<file path="config.mk">
export PLATFORM = sky130hd
export DESIGN_NAME = strop_sequencer
export DESIGN_NICKNAME = d
export VERILOG_FILES = /design/src/rtl/str_seq_pkg.sv /design/src/rtl/str_agu.sv /design/src/rtl/str_ptr_step.sv /design/src/rtl/str_zcmp.sv /design/src/rtl/strop_sequencer.sv
export SDC_FILE = /design/constraint.sdc
export NUM_CORES = 1
export LEC_CHECK = 0
export ABC_AREA = 1
export BUFFER_PORTS_ARGS = -buffer_cell sky130_fd_sc_hd__buf_2
export CAP_MARGIN = 0
export CELL_PAD_IN_SITES_DETAIL_PLACEMENT = 0
export CELL_PAD_IN_SITES_GLOBAL_PLACEMENT = 1
export CORE_MARGIN = 8
export CORE_UTILIZATION = 35
export DETAILED_ROUTE_END_ITERATION = 8
export PLACE_DENSITY = 0.77
export SYNTH_ARGS = -nofsm -noshare
export SYNTH_HDL_FRONTEND = slang
export SYNTH_SLANG_ARGS = --single-unit
</file>
<file path="constraint.sdc">
create_clock -name clk -period 10.48 [get_ports clk]
set_input_delay 3.144 -clock clk [delete_from_list [all_inputs] [get_ports clk]]
set_output_delay 3.144 -clock clk [all_outputs]
set_load 0.03 [all_outputs]
</file>
<file path="src/rtl/str_seq_pkg.sv">
package str_seq_pkg;

    localparam int BYTE_W = 8;
    localparam int WORD_W = 2 * BYTE_W;

    localparam logic [2:0] OP_MOVE  = 3'd0;
    localparam logic [2:0] OP_STORE = 3'd1;
    localparam logic [2:0] OP_LOAD  = 3'd2;
    localparam logic [2:0] OP_CMP   = 3'd3;
    localparam logic [2:0] OP_SCAN  = 3'd4;

    typedef enum logic [1:0] {
        REP_NONE = 2'd0,
        REP_ALL  = 2'd1,
        REP_EQ   = 2'd2,
        REP_NE   = 2'd3
    } rep_e;

    typedef enum logic [1:0] {
        PH_RD_SRC,
        PH_RD_DST,
        PH_WR_DST,
        PH_END
    } phase_e;

    typedef enum logic [2:0] {
        ST_IDLE,
        ST_CHECK,
        ST_ACCESS,
        ST_EVAL,
        ST_FIN
    } state_e;

    // first memory phase of one element
    function automatic phase_e first_phase(input logic [2:0] op);
        case (op)
            OP_STORE: return PH_WR_DST;
            OP_SCAN:  return PH_RD_DST;
            default:  return PH_RD_SRC;
        endcase
    endfunction

    // phase following ph for primitive op
    function automatic phase_e next_phase(input logic [2:0] op, input phase_e ph);
        if (ph == PH_RD_SRC && op == OP_MOVE) return PH_WR_DST;
        if (ph == PH_RD_SRC && op == OP_CMP)  return PH_RD_DST;
        return PH_END;
    endfunction

    function automatic logic is_match_op(input logic [2:0] op);
        return (op == OP_CMP) || (op == OP_SCAN);
    endfunction

endpackage

</file>
<file path="src/rtl/str_agu.sv">
// Physical address for one byte of an element: segment shifted plus offset.
module str_agu #(
    parameter int OFF_W     = 16,
    parameter int SEG_SHIFT = 4,
    localparam int PA_W     = OFF_W + SEG_SHIFT
) (
    input  logic [OFF_W-1:0] seg,
    input  logic [OFF_W-1:0] off,
    input  logic             hi_byte,
    output logic [PA_W-1:0]  addr
);
    logic [OFF_W-1:0] off_b;

    always_comb begin
        off_b = off + OFF_W'(hi_byte);
        addr  = {seg, {SEG_SHIFT{1'b0}}} + {{SEG_SHIFT{1'b0}}, off_b};
    end
endmodule

</file>
<file path="src/rtl/str_ptr_step.sv">
// Next value of an index register after one element.
module str_ptr_step #(
    parameter int OFF_W = 16
) (
    input  logic [OFF_W-1:0] ptr,
    input  logic             word,
    input  logic             dir,
    input  logic             en,
    output logic [OFF_W-1:0] nxt
);
    logic [OFF_W-1:0] mag;

    always_comb begin
        mag = word ? OFF_W'(2) : OFF_W'(1);
        if (!en)
            nxt = ptr;
        else if (dir)
            nxt = ptr - mag;
        else
            nxt = ptr + mag;
    end
endmodule

</file>
<file path="src/rtl/str_zcmp.sv">
// Zero result of a subtraction, restricted to the element width.
module str_zcmp
    import str_seq_pkg::*;
(
    input  logic [WORD_W-1:0] a,
    input  logic [WORD_W-1:0] b,
    input  logic              word,
    output logic              zero
);
    logic [WORD_W-1:0] diff;

    always_comb begin
        diff = a - b;
        zero = word ? (diff == '0) : (diff[BYTE_W-1:0] == '0);
    end
endmodule

</file>
<file path="src/rtl/strop_sequencer.sv">
module strop_sequencer
    import str_seq_pkg::*;
#(
    parameter int OFF_W     = 16,
    parameter int SEG_SHIFT = 4,
    localparam int PA_W     = OFF_W + SEG_SHIFT
) (
    input  logic              clk,
    input  logic              rst,
    input  logic              start,
    input  logic [2:0]        op_i,
    input  logic [1:0]        rep_i,
    input  logic              word_i,
    input  logic              dir_i,
    input  logic [OFF_W-1:0]  cnt_i,
    input  logic [OFF_W-1:0]  src_i,
    input  logic [OFF_W-1:0]  dst_i,
    input  logic [OFF_W-1:0]  dseg_i,
    input  logic [OFF_W-1:0]  eseg_i,
    input  logic [WORD_W-1:0] acc_i,
    input  logic              zf_i,
    output logic              mem_req,
    output logic              mem_we,
    output logic [PA_W-1:0]   mem_addr,
    output logic [BYTE_W-1:0] mem_wdata,
    input  logic [BYTE_W-1:0] mem_rdata,
    input  logic              mem_ack,
    output logic [OFF_W-1:0]  cnt_o,
    output logic [OFF_W-1:0]  src_o,
    output logic [OFF_W-1:0]  dst_o,
    output logic [WORD_W-1:0] acc_o,
    output logic              zf_o,
    output logic              done
);
    localparam int NSIDE = 2;   // 0 = source side, 1 = destination side

    state_e            state_q;
    phase_e            ph_q;
    rep_e              rep_q;
    logic [2:0]        op_q;
    logic              word_q, dir_q, zf_q, ran_q, hi_q;
    logic [OFF_W-1:0]  cnt_q;
    logic [OFF_W-1:0]  ptr_q [NSIDE];
    logic [OFF_W-1:0]  seg_q [NSIDE];
    logic [OFF_W-1:0]  ptr_nx [NSIDE];
    logic [NSIDE-1:0]  step_en;
    logic [WORD_W-1:0] acc_q, sbuf_q, dbuf_q, cmp_a;
    logic              side, xfer, last_byte, is_match, zf_stop, cmp_zero;
    rep_e              rep_eff;

    // ---------------- control decode ----------------
    always_comb begin
        is_match = is_match_op(op_q);
        if (rep_q == REP_NONE)      rep_eff = REP_NONE;
        else if (!is_match)         rep_eff = REP_ALL;
        else if (rep_q == REP_ALL)  rep_eff = REP_EQ;
        else                        rep_eff = rep_q;
        zf_stop   = (rep_eff == REP_EQ && !zf_q) || (rep_eff == REP_NE && zf_q);
        side      = (ph_q != PH_RD_SRC);
        xfer      = mem_req && mem_ack;
        last_byte = hi_q || !word_q;
        step_en[0] = (op_q == OP_MOVE) || (op_q == OP_LOAD) || (op_q == OP_CMP);
        step_en[1] = (op_q == OP_MOVE) || (op_q == OP_STORE) || is_match;
        cmp_a     = (op_q == OP_SCAN) ? acc_q : sbuf_q;
    end

    // ---------------- memory port ----------------
    str_agu #(.OFF_W(OFF_W), .SEG_SHIFT(SEG_SHIFT)) u_agu (
        .seg     (seg_q[side]),
        .off     (ptr_q[side]),
        .hi_byte (hi_q),
        .addr    (mem_addr)
    );

    always_comb begin
        mem_req   = (state_q == ST_ACCESS);
        mem_we    = mem_req && (ph_q == PH_WR_DST);
        if (op_q == OP_MOVE)
            mem_wdata = hi_q ? sbuf_q[WORD_W-1:BYTE_W] : sbuf_q[BYTE_W-1:0];
        else
            mem_wdata = hi_q ? acc_q[WORD_W-1:BYTE_W] : acc_q[BYTE_W-1:0];
    end

    // ---------------- index stepping, one per side ----------------
    for (genvar g = 0; g < NSIDE; g++) begin : g_step
        str_ptr_step #(.OFF_W(OFF_W)) u_step (
            .ptr  (ptr_q[g]),
            .word (word_q),
            .dir  (dir_q),
            .en   (step_en[g]),
            .nxt  (ptr_nx[g])
        );
    end

    str_zcmp u_zcmp (
        .a    (cmp_a),
        .b    (dbuf_q),
        .word (word_q),
        .zero (cmp_zero)
    );

    // ---------------- sequencer ----------------
    always_ff @(posedge clk) begin
        if (rst) begin
            state_q <= ST_IDLE;
            ph_q    <= PH_END;
            rep_q   <= REP_NONE;
            op_q    <= '0;
            word_q  <= 1'b0;
            dir_q   <= 1'b0;
            zf_q    <= 1'b0;
            ran_q   <= 1'b0;
            hi_q    <= 1'b0;
            cnt_q   <= '0;
            acc_q   <= '0;
            sbuf_q  <= '0;
            dbuf_q  <= '0;
            for (int i = 0; i < NSIDE; i++) begin
                ptr_q[i] <= '0;
                seg_q[i] <= '0;
            end
        end else begin
            case (state_q)
                ST_IDLE: if (start) begin
                    op_q     <= op_i;
                    rep_q    <= rep_e'(rep_i);
                    word_q   <= word_i;
                    dir_q    <= dir_i;
                    cnt_q    <= cnt_i;
                    ptr_q[0] <= src_i;
                    ptr_q[1] <= dst_i;
                    seg_q[0] <= dseg_i;
                    seg_q[1] <= eseg_i;
                    acc_q    <= acc_i;
                    zf_q     <= zf_i;
                    ran_q    <= 1'b0;
                    state_q  <= ST_CHECK;
                end
                ST_CHECK: begin
                    if (op_q > OP_SCAN) begin
                        state_q <= ST_FIN;
                    end else if (rep_q == REP_NONE ? ran_q
                                 : (cnt_q == '0 || (ran_q && zf_stop))) begin
                        state_q <= ST_FIN;
                    end else begin
                        if (rep_q != REP_NONE) cnt_q <= cnt_q - 1'b1;
                        ph_q    <= first_phase(op_q);
                        hi_q    <= 1'b0;
                        state_q <= ST_ACCESS;
                    end
                end
                ST_ACCESS: if (xfer) begin
                    if (ph_q == PH_RD_SRC) begin
                        if (hi_q) sbuf_q[WORD_W-1:BYTE_W] <= mem_rdata;
                        else      sbuf_q[BYTE_W-1:0]      <= mem_rdata;
                    end else if (ph_q == PH_RD_DST) begin
                        if (hi_q) dbuf_q[WORD_W-1:BYTE_W] <= mem_rdata;
                        else      dbuf_q[BYTE_W-1:0]      <= mem_rdata;
                    end
                    if (!last_byte) begin
                        hi_q <= 1'b1;
                    end else begin
                        hi_q <= 1'b0;
                        ph_q <= next_phase(op_q, ph_q);
                        if (next_phase(op_q, ph_q) == PH_END) state_q <= ST_EVAL;
                    end
                end
                ST_EVAL: begin
                    for (int i = 0; i < NSIDE; i++) ptr_q[i] <= ptr_nx[i];
                    if (op_q == OP_LOAD) begin
                        acc_q[BYTE_W-1:0] <= sbuf_q[BYTE_W-1:0];
                        if (word_q) acc_q[WORD_W-1:BYTE_W] <= sbuf_q[WORD_W-1:BYTE_W];
                    end
                    if (is_match) zf_q <= cmp_zero;
                    ran_q   <= 1'b1;
                    state_q <= ST_CHECK;
                end
                default: state_q <= ST_IDLE;   // ST_FIN
            endcase
        end
    end

    assign done  = (state_q == ST_FIN);
    assign cnt_o = cnt_q;
    assign src_o = ptr_q[0];
    assign dst_o = ptr_q[1];
    assign acc_o = acc_q;
    assign zf_o  = zf_q;

    // ---------------- assertions ----------------
    a_r9_done_pulse: assert property (@(posedge clk) disable iff (rst)
        done |=> !done);

    a_r3_hold_request: assert property (@(posedge clk) disable iff (rst)
        (mem_req && !mem_ack) |=> (mem_req && $stable(mem_addr) && $stable(mem_we)));

    a_r5_count_step: assert property (@(posedge clk) disable iff (rst)
        (state_q != ST_IDLE) |=> (cnt_o == $past(cnt_o) || cnt_o == $past(cnt_o) - 1'b1));

    a_r4_zero_no_access: assert property (@(posedge clk) disable iff (rst)
        (state_q == ST_CHECK && rep_q != REP_NONE && cnt_q == '0) |=> !mem_req);

    a_r7_write_only_move_store: assert property (@(posedge clk) disable iff (rst)
        mem_we |-> (op_q == OP_MOVE || op_q == OP_STORE));

    a_r2_src_kept: assert property (@(posedge clk) disable iff (rst)
        (state_q == ST_EVAL && (op_q == OP_STORE || op_q == OP_SCAN)) |=> $stable(src_o));

    a_r10_bad_op_no_access: assert property (@(posedge clk) disable iff (rst)
        (state_q == ST_CHECK && op_q > OP_SCAN) |=> !mem_req);

endmodule

</file>
### Word-level counts from Yosys, hierarchy flattened

Memories as Yosys holds them, arrays and structs flattened.
Index checks and enable logic that the tools add are counted.
W data, S select, Z words.

| storage, ports and cells | value |
|---|---|
| output and inout bits | 96 |
| flip-flop bits (word level) | 79 |
| RAM bits | 64 |
| memories | 2 |
| logic and storage cells | 179 |
| input bits | 116 |

| cells by class | value |
|---|---|
| $lt $le $gt $ge | 1 |
| mux-type cells | 78 |
| bitwise operators | 8 |
| equality and inequality tests | 24 |
| reduce and logical (&&, ||, !) cells | 42 |
| add/subtract/negate cells | 8 |

Memory list:

| name | words | bits a word | read ports | clocked after Yosys merged registers in | write ports | line | source |
|---|---|---|---|---|---|---|---|
| ptr_q | 2 | 16 | 3 | 0 | 2 | strop_sequencer.sv:43 | `logic [OFF_W-1:0] ptr_q [NSIDE];` |
| seg_q | 2 | 16 | 1 | 0 | 2 | strop_sequencer.sv:44 | `logic [OFF_W-1:0] seg_q [NSIDE];` |

Operators with widths:

| cell | count |
|---|---|
| $mux W16 | 17 |
| $pmux W16 S2 | 2 |
| $sub A16 B16 Y16 | 3 |
| $add A16 B16 Y16 | 2 |
| $logic_not A16 Y1 | 2 |
| $mux W8 | 4 |
| $mux W1 | 29 |
| $mux W2 | 14 |
| $add A20 B16 Y20 | 1 |
| $reduce_and A4 Y1 | 5 |
| $reduce_and A5 Y1 | 4 |
| $mux W3 | 6 |
| $add A16 B1 Y16 | 1 |
| $sub A16 B1 Y16 const B | 1 |
| $ne A2 B2 Y1 const B | 7 |
| $eq A3 B2 Y1 const B | 4 |
| $pmux W3 S4 | 1 |
| $reduce_bool A2 Y1 | 5 |
| $eq A2 B2 Y1 const B | 4 |
| $logic_not A8 Y1 | 1 |
| $logic_or A1 B1 Y1 | 8 |
| $pmux W2 S2 | 2 |
| $logic_and A1 B1 Y1 | 7 |
| $eq A3 B1 Y1 const B | 2 |
| 12 further kinds | 29 |

### Depth between registers and ports, before layout

| depth | value |
|---|---|
| depth after elaboration | 23 |
| mapped depth | 24 |
| gate-level depth less buffers | 21 |

### Cells and area by module

A second synthesis with hierarchy kept.

| unflattened totals | value |
|---|---|
| cells, all modules | 1,928 |
| area, all modules | 11,941.5 um2 |

By module, submodules not included:

| module | times used | area each (um2) | cells an instance | seq. area each (um2) |
|---|---|---|---|---|
| strop_sequencer | 1 | 7,327.0 | 1,008 | 3,503.4 |
| str_ptr_step | 2 | 1,138.6 | 235 | 0.0 |
| str_agu | 1 | 1,202.4 | 219 | 0.0 |
| str_zcmp | 1 | 1,134.8 | 231 | 0.0 |

### Worst setup path after synthesis

Ideal clock, no wire load.

| timing path | value |
|---|---|
| kind | register to output |
| start point | register ph_q[0] |
| end point | output port mem_addr[19] |
| buffers on the path | 3 |
| stages on the path, launching flop included | 25 |
| arrival | 3.742 ns |
| path slack | 3.594 ns |
| cells stage by stage | dfxtp_1 nor2_4 buf_6 buf_6 buf_2 nand2_1 o21ai_0 ha_1 ha_1 nand2_1 nor2_2 nand4_2 nor3_2 nand3_1 xor2_1 inv_1 ha_1 nand2_1 nor2_1 nand3_1 nand4_1 nand3b_1 o21ai_0 nand2_1 xor2_1 |

| on the way | value |
|---|---|
| longest elaborated chain between the ends | 4 |
| elaborated cells on any way between the ends | 5 |
| those cells by class | add/sub (2); reduce/logical (1); memory (2) |

RTL lines:

| what | line | source |
|---|---|---|
| start, declared | strop_sequencer.sv:38 | `phase_e ph_q;` |
| start signal, assigned | strop_sequencer.sv:147 | `ph_q <= first_phase(op_q);` |
| start signal, assigned | strop_sequencer.sv:164 | `ph_q <= next_phase(op_q, ph_q);` |
| $reduce_bool A2 Y1 * | strop_sequencer.sv:59 | `side = (ph_q != PH_RD_SRC);` |
| $mem_v2 Z2 W16 | n/a |  |
| $add A16 B1 Y16 | str_agu.sv:15 | `off_b = off + OFF_W'(hi_byte);` |
| $add A20 B16 Y20 * | str_agu.sv:16 | `addr = {seg, {SEG_SHIFT{1'b0}}} + {{SEG_SHIFT{1'b0}}, off_b};` |
| end, declared | strop_sequencer.sv:24 | `output logic [PA_W-1:0] mem_addr,` |

Every way passes the cells marked *; elsewhere a longest branch is shown, timed or not.

### Worst setup path in the final report

| timing path | value |
|---|---|
| start point | register ph_q[0] |
| end point | output port mem_addr[18] |

Same word-level chain as after synthesis.

==> run_results.csv <==
group,metric,value,unit
status,status,"completed",
critical_path,cp.buffers_inverters,2,
layout,mostFrequentLayoutCells,"nand2_1 (389), buf_2 (211), inv_1 (206)",
timing,skew,0.0137,ns
critical_path,reg2reg_to,"ptr_q[1][13]",
clock_network,cts_sinks,143,
layout,synthToLayoutAreaGrowth,18.6,%
routing,ant_nets,0,
logic_synthesis,synth-compound-area-share,0.174,
logic_synthesis,synthesis.instances,1461,
logic_synthesis,yosys_warnings,0,
clock_network,clock_latency,0.44,ns
timing,fin_tns_setup,0,ns
critical_path,r2r_start,"state_q[0]",
flow_run,drv_cap,0,
critical_path,cp.arrival,5.34,ns
logic_synthesis,ys_types,50,
clock_network,cts_buffer_depth,2,
grt,grt_max_degree,65,
timing,rsz0062_at_grt,"no",
logic_synthesis,synth_simple_gate_area_frac,0.254,
critical_path,ff2ff_setup_slack,6.87,ns
power_and_ir_drop,ir_drop,0.127,mV
placement,placed_area,0.0116,sq mm
die,initial_core_util,0.356,
timing,setup_viol,0,
routing,vias,10200,
logic_synthesis,ys_seq_area_frac,0.343,
power_and_ir_drop,pwr_density_cell,194,mW/mm^2
die,die-area,0.0349,sq mm
routing,avgRoutedWirePerCell,16.3,um
critical_path,max_stage_delay,0.83,ns
critical_path,crit_top_cell,"nand2_1",
layout,n_fill_cell,3107,
die,ioPinCount,212,
clock_network,clk_transition_reported_paths,0.07,ns
logic_synthesis,synth_area_per_cell,6.99,sq um
grt,grt_pass1_vias,9790,
timing,worst-slew-pin-transition,0.986,ns
critical_path,critPathRequiredTime,7.34,ns
logic_synthesis,synth-adder-area-share,0.0794,
routing,drc,0,
die,die_x,187,um
logic_synthesis,synth_edf_count,64,
hold_path,hold_path_class,"reg -> reg",
die,rows,62,
critical_path,cp-end-kind,"primary output",
critical_path,cp-start-kind,"flop",
power_and_ir_drop,fin_total_pwr,2.35,mW
power_and_ir_drop,leakagePower,6.05,nW
logic_synthesis,ys_seq_elements,143,
timing,drv_slew,0,
critical_path,criticalPathCategory,"reg -> out",
clock_network,numCtsBuffers,17,
placement,dp_hpwl,26.1,mm
logic_synthesis,synth_top_area_cell,"edfxtp_1",
critical_path,cp-endpoint,"mem_addr[18]",
grt,grt_pass1_wl,52.6,mm
clock_network,cts.repair.resized,0,
critical_path,worst_path_max_delay_cell,"clkinv_1",
clock_network,cts_tree,"yes",
layout,final_common_cell,"nand2_1",
critical_path,path_cells,"nor2_4, clkinv_1, nand2_1, nand2_1, ha_1, nand2_1, nor2_2, xor2_1, ha_1, fa_1, nand3_1, nand3_1, nand4_1, o211ai_1, a21oi_1, o21ai_0, nand2_1, xor2_1, buf_2",
logic_synthesis,synth_nets,1640,
timing,finalHoldViolCount,0,
clock_network,ctsHoldBuffers,0,
grt,antenna_found_initial,1,
routing,drt_wl_total,33.4,mm
die,core,0.0287,sq mm
timing,maxClockFrequency,0.118,GHz
layout,nets,1829,
clock_network,cts_root_buf,"clkbuf_16",
placement,routabilityCongestion,0.873,
layout,diodes,0,
logic_synthesis,synth_xor_area_frac,0.0429,
critical_path,worstRegToRegCells,6,
clock_network,ctsHtreeMaxLevel,4,
critical_path,path_delay_family,"simple AND/OR/NAND/NOR gates",
critical_path,critPathLaunch,"ph_q[0]",
logic_synthesis,synth_ff_type,"dfxtp_1",
layout,drive_gt1_frac,0.171,
timing,finalCritPeriodShare,0.810,
critical_path,path_max_fanout,42,
routing,first_pass_iters,5,
logic_synthesis,synth_async_sr_flop_share,0,
logic_synthesis,synthTopCellsByArea,"edfxtp_1 (19%), dfxtp_1 (15%), nand2_1 (14%)",
critical_path,path_depth,19,
layout,postLayoutCellArea,0.0121,sq mm
logic_synthesis,synth.area.mux_share,0.00588,
logic_synthesis,synth_top_area_share,0.188,
logic_synthesis,synth_area,0.0102,sq mm
timing,relSlewSlack,0.341,
logic_synthesis,synth_top_family_by_area,"simple AND/OR/NAND/NOR gates",
clock_network,cts_setup_buffers,0,
die,die_y,187,um
timing,timing.final.crit_period,8.49,ns
placement,numPortBuffers,211,
grt,overflow,0,
grt,gr-usage-all-layers,0.186,
routing,via_per_inst,4.97,
routing,first_iter_violations,710,
## report_power, final
part / switching, mW / internal, mW
Clock: 0.280 / 0.313
Sequential: 0.0827 / 0.670
Combinational: 0.696 / 0.308
## through the flow
stage               instances  hold WS, ns  utilization  setup WS (ns)
floorplan                1461        0.435            -           3.59
global placement         2015        0.446        0.403           2.57
detailed placement       2015        0.454        0.403           2.43
CTS                      2047        0.465        0.422           1.90
global route             2047        0.477        0.422           1.42
finish                   2047        0.464        0.422           1.99
## logic make-up after synthesis
kind of cell	Yosys count
and+or+nand+nor	617
AOI/OAI and AO/OA	323
buffers and inverters	259
DFF	143
adders and majority gates	63
xor gates and xnor gates	50
muxes	6
## cell usage after synthesis (3+ instances only)
cell type,n
nand2_1,389
inv_1,206
o21ai_0,143
a21oi_1,107
nor2_1,105
dfxtp_1,79
edfxtp_1,64
ha_1,60
nand3_1,53
xor2_1,38
clkbuf_1,25
a31oi_1,19
nand4_1,15
nor3_1,14
o211ai_1,13
buf_2,12
xnor2_1,12
a22o_1,11
o21ai_1,9
or2_2,9
inv_2,8
mux2i_1,6
nor2_2,6
and2_1,4
buf_6,4
nand3b_1,4
nor3_2,4
o31ai_1,4
a21o_1,3
a32o_1,3
fa_1,3
nand2_2,3
nor4_1,3
## flip-flops by register name, indices dropped and copies added (netlist names)
| signal | flops |
|---|---|
| sbuf_q | 16 |
| cnt_o | 16 |
| op_q | 3 |
| zf_o | 1 |
| state_q | 3 |
| dbuf_q | 16 |
| word_q | 1 |
| hi_q | 1 |
| seg_q | 32 |
| ph_q | 2 |
| dir_q | 1 |
| rep_q | 2 |
| ptr_q | 32 |
| ran_q | 1 |
| acc_o | 16 |
## final cells by class
class / instances / area [sq um] / share of cell area
tap: 384 / 480 / 0.0397
multi-input combinational: 1059 / 5700 / 0.470
inverter: 215 / 807 / 0.0666
clock inverter: 13 / 118 / 0.00971
sequential: 143 / 3500 / 0.289
clock buffer: 19 / 433 / 0.0357
timing repair buffer: 214 / 1080 / 0.0890
## worst min-delay path, delay by kind of cell, from the launching register on
family / cells / cell delay, ns
AO/OA/AOI/OAI: 1 / 0.06
buffers and inverters: 1 / 0.06
flip-flops: 1 / 0.30
## per-layer routing
metal | GRT usage | vias up | share of wire
met5 | 0 | - | 0.00039
met1 | 0.229 | 4667 | 0.44
met3 | 0.0487 | 32 | 0.066
li1 | - | 5187 | -
met4 | 0.0446 | 2 | 0.017
met2 | 0.319 | 293 | 0.48
## how the worst min path moves through the flow
stage,depth (start not counted),slack (ns),endpoint,startpoint
2_1_floorplan,2,0.44,dbuf_q[10],dbuf_q[10]
3_3_place_gp,2,0.45,dbuf_q[7],dbuf_q[7]
3_5_place_dp,2,0.45,dbuf_q[5],dbuf_q[5]
4_1_cts,2,0.46,dbuf_q[3],dbuf_q[3]
5_1_grt,2,0.48,dbuf_q[5],dbuf_q[5]
6_report,2,0.46,dbuf_q[2],dbuf_q[2]
Note: power is estimated with default switching activity, not from simulation.
